### src/rtl/boot_seq_pkg.sv
package boot_seq_pkg;

  typedef enum logic [1:0] {
    ST_IDLE  = 2'd0,
    ST_ARMED = 2'd1,
    ST_LOAD  = 2'd2,
    ST_IDENT = 2'd3
  } seq_state_e;

  typedef enum logic [1:0] {
    SEL_BLOCK    = 2'd0,
    SEL_PAGE     = 2'd1,
    SEL_STARTBUF = 2'd2,
    SEL_NONE     = 2'd3
  } reg_sel_e;

  localparam logic [15:0] CODE_WARM  = 16'h00F0;
  localparam logic [15:0] CODE_ARM   = 16'h00E0;
  localparam logic [15:0] CODE_IDENT = 16'h0090;
  localparam logic [15:0] CODE_GO    = 16'h0000;

endpackage

### src/rtl/boot_sector_map.sv
module boot_sector_map #(
  parameter int BLK_W        = 16,
  parameter int BLK_FIELD_W  = 12,
  parameter int PAGE_W       = 8,
  parameter int SEC_W        = BLK_FIELD_W + PAGE_W,
  parameter logic [BLK_FIELD_W-1:0] DENSITY_MASK = 12'h200
) (
  input  logic [BLK_W-1:0]  blk,
  input  logic [PAGE_W-1:0] page,
  output logic [SEC_W-1:0]  sector
);

  localparam int SUB_W = 2;

  logic [BLK_FIELD_W-1:0] blk_field;
  logic [SEC_W-1:0]       page_hi;
  logic [SEC_W-1:0]       page_lo;
  logic [SEC_W-1:0]       unit_idx;

  always_comb begin
    blk_field = blk[BLK_FIELD_W-1:0];
    if (blk[BLK_W-1]) begin
      blk_field = blk_field | DENSITY_MASK;
    end
    page_hi  = SEC_W'(page[PAGE_W-1:SUB_W]);
    page_lo  = SEC_W'(page[SUB_W-1:0]);
    unit_idx = page_hi + (SEC_W'(blk_field) << (PAGE_W - SUB_W));
    sector   = page_lo + (unit_idx << SUB_W);
  end

endmodule

### src/rtl/boot_addr_regs.sv
module boot_addr_regs
  import boot_seq_pkg::*;
#(
  parameter int DATA_W  = 16,
  parameter int PAGE_W  = 8,
  parameter int BUFA_W  = 4,
  parameter int BUFA_LSB = 8,
  parameter int PAGE_STEP = 4
) (
  input  logic              clk,
  input  logic              rst_n,
  input  logic              reg_we,
  input  logic [1:0]        reg_sel,
  input  logic [DATA_W-1:0] reg_wdata,
  input  logic              page_adv,
  input  logic [1:0]        rd_sel,
  output logic [DATA_W-1:0] rd_data,
  output logic [DATA_W-1:0] blk_q,
  output logic [PAGE_W-1:0] page_q
);

  localparam int CNT_W = 3;

  logic [DATA_W-1:0] blk_d;
  logic [PAGE_W-1:0] page_d;
  logic [BUFA_W-1:0] bufa_q, bufa_d;
  logic [CNT_W-1:0]  cnt_q, cnt_d;
  logic              blk_en, page_en, sbuf_en;
  logic [CNT_W-1:0]  cnt_m1;

  always_comb begin
    blk_en  = reg_we && (reg_sel == SEL_BLOCK);
    page_en = (reg_we && (reg_sel == SEL_PAGE)) || page_adv;
    sbuf_en = reg_we && (reg_sel == SEL_STARTBUF);

    blk_d = reg_wdata;
    if (reg_we && (reg_sel == SEL_PAGE)) begin
      page_d = reg_wdata[PAGE_W-1:0];
    end else begin
      page_d = page_q + PAGE_W'(PAGE_STEP);
    end

    bufa_d = reg_wdata[BUFA_LSB +: BUFA_W];
    if (reg_wdata[1:0] == 2'd0) begin
      cnt_d = CNT_W'(4);
    end else begin
      cnt_d = CNT_W'(reg_wdata[1:0]);
    end
  end

  always_ff @(posedge clk or negedge rst_n) begin
    if (!rst_n) begin
      blk_q  <= '0;
      page_q <= '0;
      bufa_q <= '0;
      cnt_q  <= CNT_W'(1);
    end else begin
      if (blk_en) begin
        blk_q <= blk_d;
      end
      if (page_en) begin
        page_q <= page_d;
      end
      if (sbuf_en) begin
        bufa_q <= bufa_d;
        cnt_q  <= cnt_d;
      end
    end
  end

  always_comb begin
    cnt_m1 = cnt_q - CNT_W'(1);
    case (rd_sel)
      SEL_BLOCK:    rd_data = blk_q;
      SEL_PAGE:     rd_data = DATA_W'(page_q);
      SEL_STARTBUF: rd_data = (DATA_W'(bufa_q) << BUFA_LSB) |
                              DATA_W'(cnt_m1 & CNT_W'(2));
      default:      rd_data = '0;
    endcase
  end


  page_step_chk: assert property (@(posedge clk) disable iff (!rst_n)
    (page_adv && !(reg_we && reg_sel == SEL_PAGE)) |=>
      (page_q == PAGE_W'($past(page_q) + PAGE_W'(PAGE_STEP))));


  count_range_chk: assert property (@(posedge clk) disable iff (!rst_n)
    (cnt_q >= CNT_W'(1)) && (cnt_q <= CNT_W'(4)));

endmodule

### src/rtl/boot_cmd_fsm.sv
module boot_cmd_fsm
  import boot_seq_pkg::*;
#(
  parameter int DATA_W   = 16,
  parameter int SEC_W    = 20,
  parameter int ID_WORDS = 3,
  parameter int ID_AW    = 2,
  parameter int LD_CNT   = 4,
  parameter int CNT_W    = 3
) (
  input  logic              clk,
  input  logic              rst_n,
  input  logic              wr_vld,
  input  logic [DATA_W-1:0] wr_data,
  output logic              wr_rdy,
  input  logic [SEC_W-1:0]  sector_in,
  input  logic [7:0]        mfr_id,
  input  logic [7:0]        dev_id,
  input  logic [DATA_W-1:0] wp_status,
  output logic              warm_rst_req,
  output logic              ld_req,
  output logic [SEC_W-1:0]  ld_sector,
  output logic [CNT_W-1:0]  ld_count,
  input  logic              ld_done,
  output logic              page_adv,
  output logic              id_we,
  output logic [ID_AW-1:0]  id_addr,
  output logic [DATA_W-1:0] id_wdata
);

  seq_state_e       state_q, state_d;
  logic [SEC_W-1:0] sec_q, sec_d;
  logic             sec_en;
  logic             warm_q, warm_d;
  logic [ID_AW-1:0] idx_q, idx_d;
  logic             take;

  always_comb begin
    wr_rdy  = (state_q == ST_IDLE) || (state_q == ST_ARMED);
    take    = wr_vld && wr_rdy;
    state_d = state_q;
    sec_en  = 1'b0;
    sec_d   = sector_in;
    warm_d  = 1'b0;
    idx_d   = idx_q;
    page_adv = 1'b0;
    case (state_q)
      ST_IDLE: begin
        if (take) begin
          if (wr_data == CODE_WARM) begin
            warm_d = 1'b1;
          end else if (wr_data == CODE_ARM) begin
            state_d = ST_ARMED;
          end else if (wr_data == CODE_IDENT) begin
            state_d = ST_IDENT;
            idx_d   = '0;
          end
        end
      end
      ST_ARMED: begin
        if (take) begin
          if (wr_data == CODE_GO) begin
            state_d = ST_LOAD;
            sec_en  = 1'b1;
          end else begin
            state_d = ST_IDLE;
          end
        end
      end
      ST_LOAD: begin
        if (ld_done) begin
          page_adv = 1'b1;
          state_d  = ST_IDLE;
        end
      end
      ST_IDENT: begin
        idx_d = idx_q + ID_AW'(1);
        if (idx_q == ID_AW'(ID_WORDS - 1)) begin
          state_d = ST_IDLE;
        end
      end
      default: state_d = ST_IDLE;
    endcase
  end

  always_ff @(posedge clk or negedge rst_n) begin
    if (!rst_n) begin
      state_q <= ST_IDLE;
      sec_q   <= '0;
      warm_q  <= 1'b0;
      idx_q   <= '0;
    end else begin
      state_q <= state_d;
      warm_q  <= warm_d;
      idx_q   <= idx_d;
      if (sec_en) begin
        sec_q <= sec_d;
      end
    end
  end

  always_comb begin
    warm_rst_req = warm_q;
    ld_req       = (state_q == ST_LOAD);
    ld_sector    = sec_q;
    ld_count     = CNT_W'(LD_CNT);
    id_we        = (state_q == ST_IDENT);
    id_addr      = idx_q;
    case (idx_q)
      ID_AW'(0): id_wdata = {8'h00, mfr_id};
      ID_AW'(1): id_wdata = {8'h00, dev_id};
      ID_AW'(2): id_wdata = {8'h00, wp_status[7:0]};
      default:   id_wdata = '0;
    endcase
  end


  load_hold_chk: assert property (@(posedge clk) disable iff (!rst_n)
    (ld_req && !ld_done) |=> ld_req);


  sector_stable_chk: assert property (@(posedge clk) disable iff (!rst_n)
    (ld_req && !ld_done) |=> $stable(ld_sector));


  stall_in_load_chk: assert property (@(posedge clk) disable iff (!rst_n)
    ld_req |-> !wr_rdy);


  ident_addr_chk: assert property (@(posedge clk) disable iff (!rst_n)
    id_we |-> (id_addr < ID_AW'(ID_WORDS)));


  ident_order_chk: assert property (@(posedge clk) disable iff (!rst_n)
    (id_we && id_addr != ID_AW'(ID_WORDS - 1)) |=>
      (id_we && id_addr == ID_AW'($past(id_addr) + ID_AW'(1))));

endmodule

### src/rtl/boot_cmd_seq.sv
module boot_cmd_seq
  import boot_seq_pkg::*;
#(
  parameter int DATA_W      = 16,
  parameter int BLK_FIELD_W = 12,
  parameter int PAGE_W      = 8,
  parameter int BUFA_W      = 4,
  parameter logic [BLK_FIELD_W-1:0] DENSITY_MASK = 12'h200,
  parameter int SEC_W       = BLK_FIELD_W + PAGE_W,
  parameter int CNT_W       = 3
) (
  input  logic              clk,
  input  logic              rst_n,
  input  logic              boot_wr_vld,
  input  logic [DATA_W-1:0] boot_wr_data,
  output logic              boot_wr_rdy,
  input  logic              reg_we,
  input  logic [1:0]        reg_sel,
  input  logic [DATA_W-1:0] reg_wdata,
  input  logic [1:0]        rd_sel,
  output logic [DATA_W-1:0] rd_data,
  input  logic [7:0]        mfr_id,
  input  logic [7:0]        dev_id,
  input  logic [DATA_W-1:0] wp_status,
  output logic              warm_rst_req,
  output logic              ld_req,
  output logic [SEC_W-1:0]  ld_sector,
  output logic [CNT_W-1:0]  ld_count,
  input  logic              ld_done,
  output logic              id_we,
  output logic [1:0]        id_addr,
  output logic [DATA_W-1:0] id_wdata
);

  localparam int RST_STAGES = 2;

  logic [RST_STAGES-1:0] rst_pipe_q;
  logic                  rst_int_n;
  logic [DATA_W-1:0]     blk_q;
  logic [PAGE_W-1:0]     page_q;
  logic [SEC_W-1:0]      sector;
  logic                  page_adv;

  always_ff @(posedge clk or negedge rst_n) begin
    if (!rst_n) begin
      rst_pipe_q <= '0;
    end else begin
      rst_pipe_q <= {rst_pipe_q[RST_STAGES-2:0], 1'b1};
    end
  end
  assign rst_int_n = rst_pipe_q[RST_STAGES-1];

  boot_addr_regs #(
    .DATA_W (DATA_W),
    .PAGE_W (PAGE_W),
    .BUFA_W (BUFA_W)
  ) regs_i (
    .clk       (clk),
    .rst_n     (rst_int_n),
    .reg_we    (reg_we),
    .reg_sel   (reg_sel),
    .reg_wdata (reg_wdata),
    .page_adv  (page_adv),
    .rd_sel    (rd_sel),
    .rd_data   (rd_data),
    .blk_q     (blk_q),
    .page_q    (page_q)
  );

  boot_sector_map #(
    .BLK_W        (DATA_W),
    .BLK_FIELD_W  (BLK_FIELD_W),
    .PAGE_W       (PAGE_W),
    .SEC_W        (SEC_W),
    .DENSITY_MASK (DENSITY_MASK)
  ) map_i (
    .blk    (blk_q),
    .page   (page_q),
    .sector (sector)
  );

  boot_cmd_fsm #(
    .DATA_W (DATA_W),
    .SEC_W  (SEC_W),
    .CNT_W  (CNT_W)
  ) fsm_i (
    .clk          (clk),
    .rst_n        (rst_int_n),
    .wr_vld       (boot_wr_vld),
    .wr_data      (boot_wr_data),
    .wr_rdy       (boot_wr_rdy),
    .sector_in    (sector),
    .mfr_id       (mfr_id),
    .dev_id       (dev_id),
    .wp_status    (wp_status),
    .warm_rst_req (warm_rst_req),
    .ld_req       (ld_req),
    .ld_sector    (ld_sector),
    .ld_count     (ld_count),
    .ld_done      (ld_done),
    .page_adv     (page_adv),
    .id_we        (id_we),
    .id_addr      (id_addr),
    .id_wdata     (id_wdata)
  );

endmodule

### config.mk
export PLATFORM = sky130hd
export DESIGN_NAME = boot_cmd_seq
export DESIGN_NICKNAME = d
export VERILOG_FILES = /design/src/rtl/boot_seq_pkg.sv /design/src/rtl/boot_sector_map.sv /design/src/rtl/boot_addr_regs.sv /design/src/rtl/boot_cmd_fsm.sv /design/src/rtl/boot_cmd_seq.sv
export SDC_FILE = /design/constraint.sdc
export NUM_CORES = 1
export LEC_CHECK = 0
export BUFFER_PORTS_ARGS = -buffer_cell sky130_fd_sc_hd__buf_2
export CORE_ASPECT_RATIO = 0.7
export CORE_MARGIN = 2
export CORE_UTILIZATION = 45
export DETAILED_ROUTE_END_ITERATION = 12
export MAX_ROUTING_LAYER = met4
export PLACE_DENSITY_LB_ADDON = 0.05
export SLEW_MARGIN = 20
export SYNTH_ARGS = -nofsm -noshare
export SYNTH_HDL_FRONTEND = slang
export SYNTH_SLANG_ARGS = --single-unit
export TNS_END_PERCENT = 10
### constraint.sdc
create_clock -name clk -period 2.8 [get_ports clk]
set_input_delay 0.14 -clock clk [delete_from_list [all_inputs] [get_ports clk]]
set_output_delay 0.14 -clock clk [all_outputs]
set_load 0.01 [all_outputs]
Word level (Yosys, flattened, before mapping)
Cells that the tools add are included.
- memories kept: 0
- bits in writable memories: 0
- bits in registers: 57
- latch bits: 0
- memory bits (read-only): 0
- $add $sub $neg: 5
- shift operators: 0
- divide/modulo/power cells: 0
- muxes and demuxes: 27
- reductions and logical operators: 15
- multipliers: 0
- bitwise operators: 1
- equal/unequal tests: 20
- order comparisons: 0
- operators with widths (kind ; count):
    $eq A16 B8 Y1 const B ; 3
    $pmux W16 S3 ; 1
    $mux W2 ; 13
    $pmux W8 S3 ; 1
    $add A2 B20 Y20 ; 1
    $add A6 B18 Y18 ; 1
    $logic_not A16 Y1 ; 1
    $or A12 B2 Y12 ; 1
    $eq A2 B2 Y1 const B ; 5
    $logic_not A2 Y1 ; 5
    $mux W10 ; 1
    $add A8 B3 Y8 const B ; 1
    $eq A2 B1 Y1 const B ; 4
    $mux W1 ; 8
    $mux W8 ; 1
    $ne A2 B1 Y1 const B ; 4
    $pmux W2 S4 ; 1
    $ne A2 B2 Y1 const B ; 3
    $reduce_and A6 Y1 ; 1
    $reduce_and A5 Y1 ; 1
    $logic_and A1 B1 Y1 ; 4
    $pmux W2 S2 ; 1
    $ne A3 B3 Y1 const B ; 1
    $add A2 B1 Y2 const B ; 1
    other kinds (3) ; 4

Longest topological paths before layout
Gate-level depths: netlist of the first run.
- depth in word-level cells: 6
- depth in mapped cells: 6
- depth with buffers taken out: 5

Modules after synthesis
A second synthesis of the first run with hierarchy kept.
- cells, all modules: 264
- area total of the unflattened synthesis: 3153.0 um^2
- modules (own cells, without submodules) (module ; seq. area each (um^2) ; area each (um^2) ; cells each ; times used):
    boot_cmd_fsm ; 625.6 ; 1503.9 ; 124 ; 1
    boot_addr_regs ; 752.0 ; 1446.4 ; 117 ; 1
    boot_sector_map ; 0.0 ; 148.9 ; 20 ; 1
    boot_cmd_seq ; 50.0 ; 53.8 ; 3 ; 1

Least setup slack after synthesis of the first run
OpenSTA, ideal clock, no wires.
- path type: reg2reg
- start point: reg fsm_i.state_q[1]
- end point: reg fsm_i.sec_q[10], in the netlist fsm_i.ld_sector[10]
- period minus slack after synthesis: 1.515 ns
- stages on the path, launching flop included: 7
- arrival: 1.390 ns
- slack: 1.285 ns
- buffers on the path: 2
- data required time: 2.675 ns
- setup time: 0.125 ns
- path through: dfrtp_1 buf_4 inv_2 and3_1 and3_4 buf_12 mux2_4
- cells in the longest elaborated chain, start to end: 5
- ends and longest elaborated chain (element ; RTL line ; RTL):
    start, declared ; boot_cmd_fsm.sv:31 ; seq_state_e state_q, state_d;
    start signal, assigned ; boot_cmd_fsm.sv:93 ; state_q <= state_d;
    $eq A2 B1 Y1 / $logic_not A2 Y1 (equally long branches) ; boot_cmd_fsm.sv:39 ; wr_rdy = (state_q == ST_IDLE) || (state_q == ST_ARMED);
    $logic_or A1 B1 Y1 (*) ; boot_cmd_fsm.sv:39 ;
    net boot_wr_rdy ; boot_cmd_seq.sv:16 ; output logic boot_wr_rdy,
    $logic_and A1 B1 Y1 (*) ; boot_cmd_fsm.sv:40 ; take = wr_vld && wr_rdy;
    $mux W1 (*) ; boot_cmd_fsm.sv:61 ; if (take) begin
    $mux W1 (*) ; boot_cmd_fsm.sv:47 ; case (state_q)
    end signal, assigned ; boot_cmd_fsm.sv:89 ; sec_q <= '0;
    end signal, assigned ; boot_cmd_fsm.sv:97 ; sec_q <= sec_d;
    end, declared ; boot_cmd_fsm.sv:32 ; logic [SEC_W-1:0] sec_q, sec_d;
Mark *: on every way through the listed nets, which the timed path passes. The rest lies on a longest branch.
A chain may end at the register's enable or synchronous reset.

Worst setup path after layout of the first run
- start point: reg fsm_i.idx_q[1], in the netlist fsm_i.id_addr[1]
- end point: out id_wdata[2]
- cells in the longest elaborated chain, start to end: 2
- ends and longest elaborated chain (element ; RTL line ; RTL):
    start, declared ; boot_cmd_fsm.sv:35 ; logic [ID_AW-1:0] idx_q, idx_d;
    start signal, assigned ; boot_cmd_fsm.sv:95 ; idx_q <= idx_d;
    $eq A2 B2 Y1, or another cell as far along ; boot_cmd_fsm.sv:109 ; case (idx_q)
    $pmux W8 S3 (*) ; boot_cmd_fsm.sv:109 ;
    end, declared ; boot_cmd_seq.sv:32 ; output logic [DATA_W-1:0] id_wdata
Every way passes the cells marked *; elsewhere a longest branch is shown, timed or not.

==> results of run 1 <==
==> flip-flops by register name, indices dropped and copies added (netlist names) <==
signal              cells
regs_i.cnt_q            2
rst_pipe_q              2
fsm_i.ld_sector        20
fsm_i.id_addr           2
regs_i.blk_q           16
fsm_i.state_q           2
regs_i.bufa_q           4
regs_i.page_q           8
fsm_i.warm_rst_req      1
==> cell usage after synthesis <==
cell type	n
nand3_1	3
dfrtp_1	56
nor4_1	1
buf_1	1
a22oi_1	2
xor2_1	3
clkbuf_1	8
and3_1	2
nand3b_1	3
a222oi_1	8
conb_1	2
xnor2_1	4
nor4_2	3
mux2_4	19
o22ai_1	2
and3b_1	1
a21oi_1	7
buf_12	2
or3b_1	1
dfstp_2	1
buf_2	2
o31ai_1	2
nor2_1	32
ha_1	5
and3_4	1
inv_2	1
inv_1	4
nor3_1	2
a31oi_1	2
nand4_1	3
mux2_2	24
and2_1	4
nor3b_2	1
nand2_1	10
mux2i_1	14
o21ai_0	2
buf_4	12
==> per-layer routing <==
layer  track usage (%)  part of all wire, %
met1             26.60                   49
met5                 -                    0
met3             7.707                  6.5
met4             4.655                 0.90
met2             27.74                   43
==> worst max path at each step <==
stage,end,from,cells past startpoint
after floorplan,fsm_i.id_addr[0]$_DFFE_PN0P_,rst_pipe_q[1]$_DFF_PN0_,0
after global placement,fsm_i.ld_sector[12]$_DFFE_PN0P_,boot_wr_data[2],5
after detailed placement,fsm_i.ld_sector[14]$_DFFE_PN0P_,boot_wr_data[2],5
after CTS,id_wdata[2],fsm_i.id_addr[1]$_DFFE_PN0P_,5
after global routing,id_wdata[7],fsm_i.id_addr[1]$_DFFE_PN0P_,5
final,id_wdata[2],fsm_i.id_addr[1]$_DFFE_PN0P_,5
==> worst reg2reg max path, cell delays in order, from the launching register on <==
cell	delay [ps]
dfrtp_1	490
inv_2	120
and3_1	180
and3_4	470
mux2_4	350
==> power groups by stage <==
stage                     Combinational, mW  Clock (mW)  Sequential, mW
final                                 0.280       0.630           0.982
after global routing                  0.313       0.694           0.996
after CTS                             0.283       0.655           0.983
after detailed placement              0.280           0           0.998
after global placement                0.275           0           0.995
after floorplan                       0.185           0           0.979
==> area by class of cell <==
| cell class | count | area, um^2 | area share, % |
|---|---|---|---|
| Clock buffer | 13 | 148.9 | 4.031 |
| Timing Repair Buffer | 118 | 603.1 | 16.33 |
| Tap cell | 78 | 97.59 | 2.642 |
| Sequential cell | 57 | 1429 | 38.69 |
| Multi-Input combinational cell | 173 | 1391 | 37.67 |
| Clock inverter | 1 | 5.005 | 0.1355 |
| Inverter | 5 | 18.77 | 0.5081 |
==> logic make-up after synthesis <==
| group | count (synthesis) | synth area share (%) |
|---|---|---|
| and+or+nand+nor | 67 | 11.65 |
| muxes | 57 | 23.39 |
| DFF | 57 | 48.00 |
| buffers and inverters | 30 | 6.479 |
| AOI/OAI and AO/OA | 25 | 6.058 |
| xor gates and xnor gates | 7 | 2.061 |
| adders and majority gates | 5 | 2.103 |
| other | 2 | 0.2525 |
==> reports/metrics.cfg, run 1 <==
[place]
detailedPlace.worstSlack_ps=1023
place.gp.congestion=0.8894
place_inst=430
detailed_place.area_um2=3530
port-buffer-count=114
detailed_place_hpwl_mm=4.759

[worst_hold_path]
worstHoldEndpoint=regs_i.blk_q[13]$_DFFE_PN0P_
worst_hold_startpoint=reg_wdata[13]
depth_of_the_worst_hold_timing_path=2
min_path_type=in -> reg

[detailed_routing]
antenna_left=0
drt_wl_total_mm=6.538
vias=2293
remaining_drc_errors=0
routed_wire_length_per_instance_um=14.69
per_cell_via_count_in_the_routed_design=5.153
drt_iter0_markers=86
number_of_detailed_route_iterations_in_the_first_pass=4

[synthesis]
postSynthCellCount=250
ys_top_cells_by_area=dfrtp_1 (47%), mux2_4 (9.6%), mux2_2 (9.1%), mux2i_1 (4.7%), nor2_1 (4.0%)
synth_seq_cells=57
yosysUniqueCellTypes=37
netlist.top_cell.by_area=dfrtp_1
ys_warn_count=0
synth_seq_area_share_pct=48.00
netlist_area_um2=2974
synth_top_area_share_pct=47.12
syn_area_per_cell_um2=11.90

[power]
switching_power_mw=0.4950
power.share.switching_pct=26.17
vdd_drop_max_uv=257.3
share_comb_of_total_power_pct=14.8
power_per_cell_area_nw_per_um2=512.2
clock_power_share_pct=33.3
internal-power_mw=1.397
leakagePower_nw=1.899
design_power_total_mw=1.892
seqPwrFrac_pct=51.9

[clock_network]
clock_tree.buffer_depth=2
cts_hold_repair.buffers=1
clock_sink_count=57
numCtsBuffers=9
root_buffer=clkbuf_8
clkTransAtPathRegs_ps=70
cts_tree=yes
post-cts-setup-buffers=0
cts.repair.resized=0
cts-htree-levels=3
clock_latency_ps=340

[timing]
timing.final.setup_violations=0
timing_max_transition_violations_final=0
worst_slew_pin_slew_ps=698.3
timing_hold_violations_final=0
final_ws_setup_ps=894.0
finClkSkew_ps=10.54
min_period_ps=1906
final_min_period_over_clock_period_pct=68.07
totalNegativeSetupSlack_ps=0
fin_worst_hold_slack_ps=33.95
rsz0062_at_grt=false
timing.fmax_mhz=524.7
max_slew_margin_pct=53.45

[worst_setup_path]
cp_slowest_cell=dfrtp_1
crit_family=flip-flops
timing.rr.end=fsm_i.ld_sector[14]$_DFFE_PN0P_
crit_chain=inv_1 > ha_1 > a222oi_1 > nor2_1 > buf_2
required_ps=2660
critical_path_buf_inv_count=2
critPathArrivalTime_ps=1770
setup.reg_to_reg.worst_slack_ps=1080
slowest_delay_ps=450
r2r.worst_path.cells=4
cp-end-kind=output port
crit_path_max_fanout=8
startpoint_type=register
timing_worst_setup_path_type=reg -> out
worst_r2r_startpoint=fsm_i.state_q[1]$_DFFE_PN0P_

[global_route]
grt.total_usage_pct=19.58
gr-total-overflow=0
grt_pass1_vias=2205
grt_first_pass_wirelength_mm=10.52
antenna_violations_before_repair=0
pin_count_of_the_biggest_net_entering_global_routing=33

[cells_and_area]
stdcell_count=445
nets=442
finalCoreUtilization_pct=58.57
mostFrequentLayoutCell=buf_2
antennaDiodeCount=0
most-common-layout-cells=buf_2 (114), dfrtp_1 (55), nor2_1 (32)
layout_cells_sized_above_1_pct=48.77
fill_cells=569
postLayoutCellArea_um2=3694
layout-area-overhead-vs-synth_pct=24.19

[die]
ios=134
core_um2=6306
floorplan.die.height_um=72.02
die-width_um=101.2
row_count=24
area_of_the_die_um2=7285
initial_core_util_pct=47.16

[job]
max_cap_viol=0

[run_status]
run_status=finished clean

Power figures use the tool's default switching activity.
==> run 2, diff against run 1 <==
==> constraint.sdc (replaced) <==
create_clock -name clk -period 1.8 [get_ports clk]
set_input_delay 0.09 -clock clk [delete_from_list [all_inputs] [get_ports clk]]
set_output_delay 0.09 -clock clk [all_outputs]
set_load 0.01 [all_outputs]
==> reports/metrics.cfg, run 2 (same netlist as run 1, synthesis figures left out) <==
[worst_setup_path]
timing_worst_setup_path_type=reg -> out  ; unchanged
worst_r2r_startpoint=fsm_i.state_q[1]$_DFFE_PN0P_  ; unchanged
required_ps=1710  ; was 2660 ps
cp-startpoint=fsm_i.id_addr[1]$_DFFE_PN0P_  ; unchanged
crit_path_max_fanout=8  ; unchanged
critPathArrivalTime_ps=1590  ; was 1770 ps
timing.rr.end=fsm_i.ld_sector[19]$_DFFE_PN0P_  ; was fsm_i.ld_sector[14]$_DFFE_PN0P_
endpoint=id_wdata[0]  ; was id_wdata[2]
startpoint_type=register  ; unchanged
cp-end-kind=output port  ; unchanged
setup.reg_to_reg.worst_slack_ps=310  ; was 1080 ps
r2r.worst_path.cells=5  ; was 4

[power]
power.share.switching_pct=25.26  ; was 26.17%
clock_power_share_pct=40.2  ; was 33.3%
leakagePower_nw=2.006  ; was 1.899 nW
internal-power_mw=2.491  ; was 1.397 mW
share_comb_of_total_power_pct=14.1  ; was 14.8%
seqPwrFrac_pct=45.7  ; was 51.9%
switching_power_mw=0.8419  ; was 0.4950 mW
vdd_drop_max_uv=428.3  ; was 257.3 uV
power_per_cell_area_nw_per_um2=833.4  ; was 512.2 nW/um^2

[detailed_routing]
drt_wl_total_mm=6.607  ; was 6.538 mm
per_cell_via_count_in_the_routed_design=4.974  ; was 5.153
antenna_left=0  ; unchanged
number_of_detailed_route_iterations_in_the_first_pass=4  ; unchanged
vias=2313  ; was 2293
drt_iter0_markers=94  ; was 86
routed_wire_length_per_instance_um=14.21  ; was 14.69 um
remaining_drc_errors=0  ; unchanged

[die]
initial_core_util_pct=47.16  ; unchanged
floorplan.die.height_um=72.02  ; unchanged
area_of_the_die_um2=7285  ; unchanged
row_count=24  ; unchanged
ios=134  ; unchanged
core_um2=6306  ; unchanged
die-width_um=101.2  ; unchanged

[cells_and_area]
most-common-layout-cells=buf_2 (114), dfrtp_1 (53), nor2_1 (32)  ; was buf_2 (114), dfrtp_1 (55), nor2_1 (32)
mostFrequentLayoutCell=buf_2  ; unchanged
largest_register_ff_count=20  ; unchanged
layout-area-overhead-vs-synth_pct=34.46  ; was 24.19%
layout_cells_sized_above_1_pct=50.65  ; was 48.77%
finalCoreUtilization_pct=63.41  ; was 58.57%
nets=460  ; was 442
fill_cells=534  ; was 569
antennaDiodeCount=0  ; unchanged

[place]
detailedPlace.worstSlack_ps=169.9  ; was 1023 ps
detailed_place_hpwl_mm=4.843  ; was 4.759 mm
port-buffer-count=114  ; unchanged
place.gp.congestion=0.8991  ; was 0.8894

[timing]
final_min_period_over_clock_period_pct=93.31
finClkSkew_ps=10.07  ; was 10.54 ps
timing.fmax_mhz=595.4
min_period_ps=1680
final_ws_setup_ps=120.5  ; was 894.0 ps
timing_hold_violations_final=0  ; unchanged
timing.final.setup_violations=0  ; unchanged
timing_max_transition_violations_final=0  ; unchanged

[clock_network]
clock_tree.buffer_depth=2  ; unchanged
clock_sink_count=57  ; unchanged
clkTransAtPathRegs_ps=60  ; was 70 ps
cts-htree-levels=3  ; unchanged
numCtsBuffers=9  ; unchanged
clock_latency_ps=340  ; about the same
cts_tree=yes  ; unchanged
root_buffer=clkbuf_8  ; unchanged

[job]
max_cap_viol=0  ; unchanged

[global_route]
grt.total_usage_pct=19.29  ; was 19.58%
grt_pass1_vias=2236  ; was 2205
grt_first_pass_wirelength_mm=10.56  ; was 10.52 mm
antenna_violations_before_repair=0  ; unchanged
pin_count_of_the_biggest_net_entering_global_routing=41  ; was 33
gr-total-overflow=0  ; unchanged

[worst_hold_path]
min_path_type=in -> reg  ; unchanged
depth_of_the_worst_hold_timing_path=2  ; unchanged

[run_status]
run_status=finished clean  ; unchanged

[run 2: area by class of cell]
type	count	area (um^2)	area share, %
Clock buffer	10	137.6	3.442
Clock inverter	6	91.34	2.284
Inverter	5	18.77	0.4693
Multi-Input combinational cell	173	1429	35.73
Sequential cell	57	1431	35.79
Tap cell	78	97.59	2.441
Timing Repair Buffer	136	793.3	19.84
[run 2: worst min path at each step]
| stage | from | to | slack (ps) |
|---|---|---|---|
| floorplan | rst_n | rst_pipe_q[0]$_DFF_PN0_ | -210 |
| global placement | rst_n | rst_pipe_q[0]$_DFF_PN0_ | -120 |
| detailed placement | rst_n | rst_pipe_q[0]$_DFF_PN0_ | -120 |
| CTS | reg_wdata[11] | regs_i.bufa_q[3]$_DFFE_PN0P_ | 3 |
| global route | reg_wdata[11] | regs_i.blk_q[11]$_DFFE_PN0P_ | 10 |
| finish | reg_wdata[11] | regs_i.bufa_q[3]$_DFFE_PN0P_ | 10 |
[run 2: what timing repair did]
action | 4_1_cts | 5_1_grt
cloned | 0 | 0
endpoints found under the setup margin | 8 | 8
hold buffers | 12 | 1
setup buffers | 0 | 2
pin swaps | 0 | 1
hold endpoints to repair | 15 | 1
resized for setup | 3 | 6
[run 2: per-layer routing]
metal  vias up  part of all wire, %  track usage [%]
li1       1136                    -                -
met1      1096                   49            25.27
met2        74                   44            28.70
met3         7                  6.0            7.514
met4         0                 0.77            4.054
met5         -                    0                -
[run 2: through the flow]
step / instance area [um^2] / cells / hold WS (ps) / TNS, ps / total power [mW]
after floorplan: 3012 / 260 / -205.6 / 0 / 1.811
after global placement: 3585 / 434 / -123.5 / 0 / 1.980
after detailed placement: 3585 / 434 / -124.7 / 0 / 1.997
after CTS: 3940 / 462 / 2.755 / 0 / 3.366
after global routing: 3999 / 465 / 10.83 / -12.74 / 3.496
final: 3999 / 465 / 10.49 / 0 / 3.333
[run 2: power by group through the flow]
stage	sequential (mW)	combinational [mW]	clock (mW)
final	1.52	0.468	1.34
after CTS	1.52	0.472	1.37
after detailed placement	1.55	0.448	0
after global placement	1.54	0.439	0
after floorplan	1.52	0.288	0
after global routing	1.54	0.520	1.43
[run 2: worst max-delay path, stage by stage (launching register included)]
cell	delay (ps)
dfrtp_2	410
inv_1	110
ha_4	200
a222oi_1	330
nor2_1	60
buf_2	140
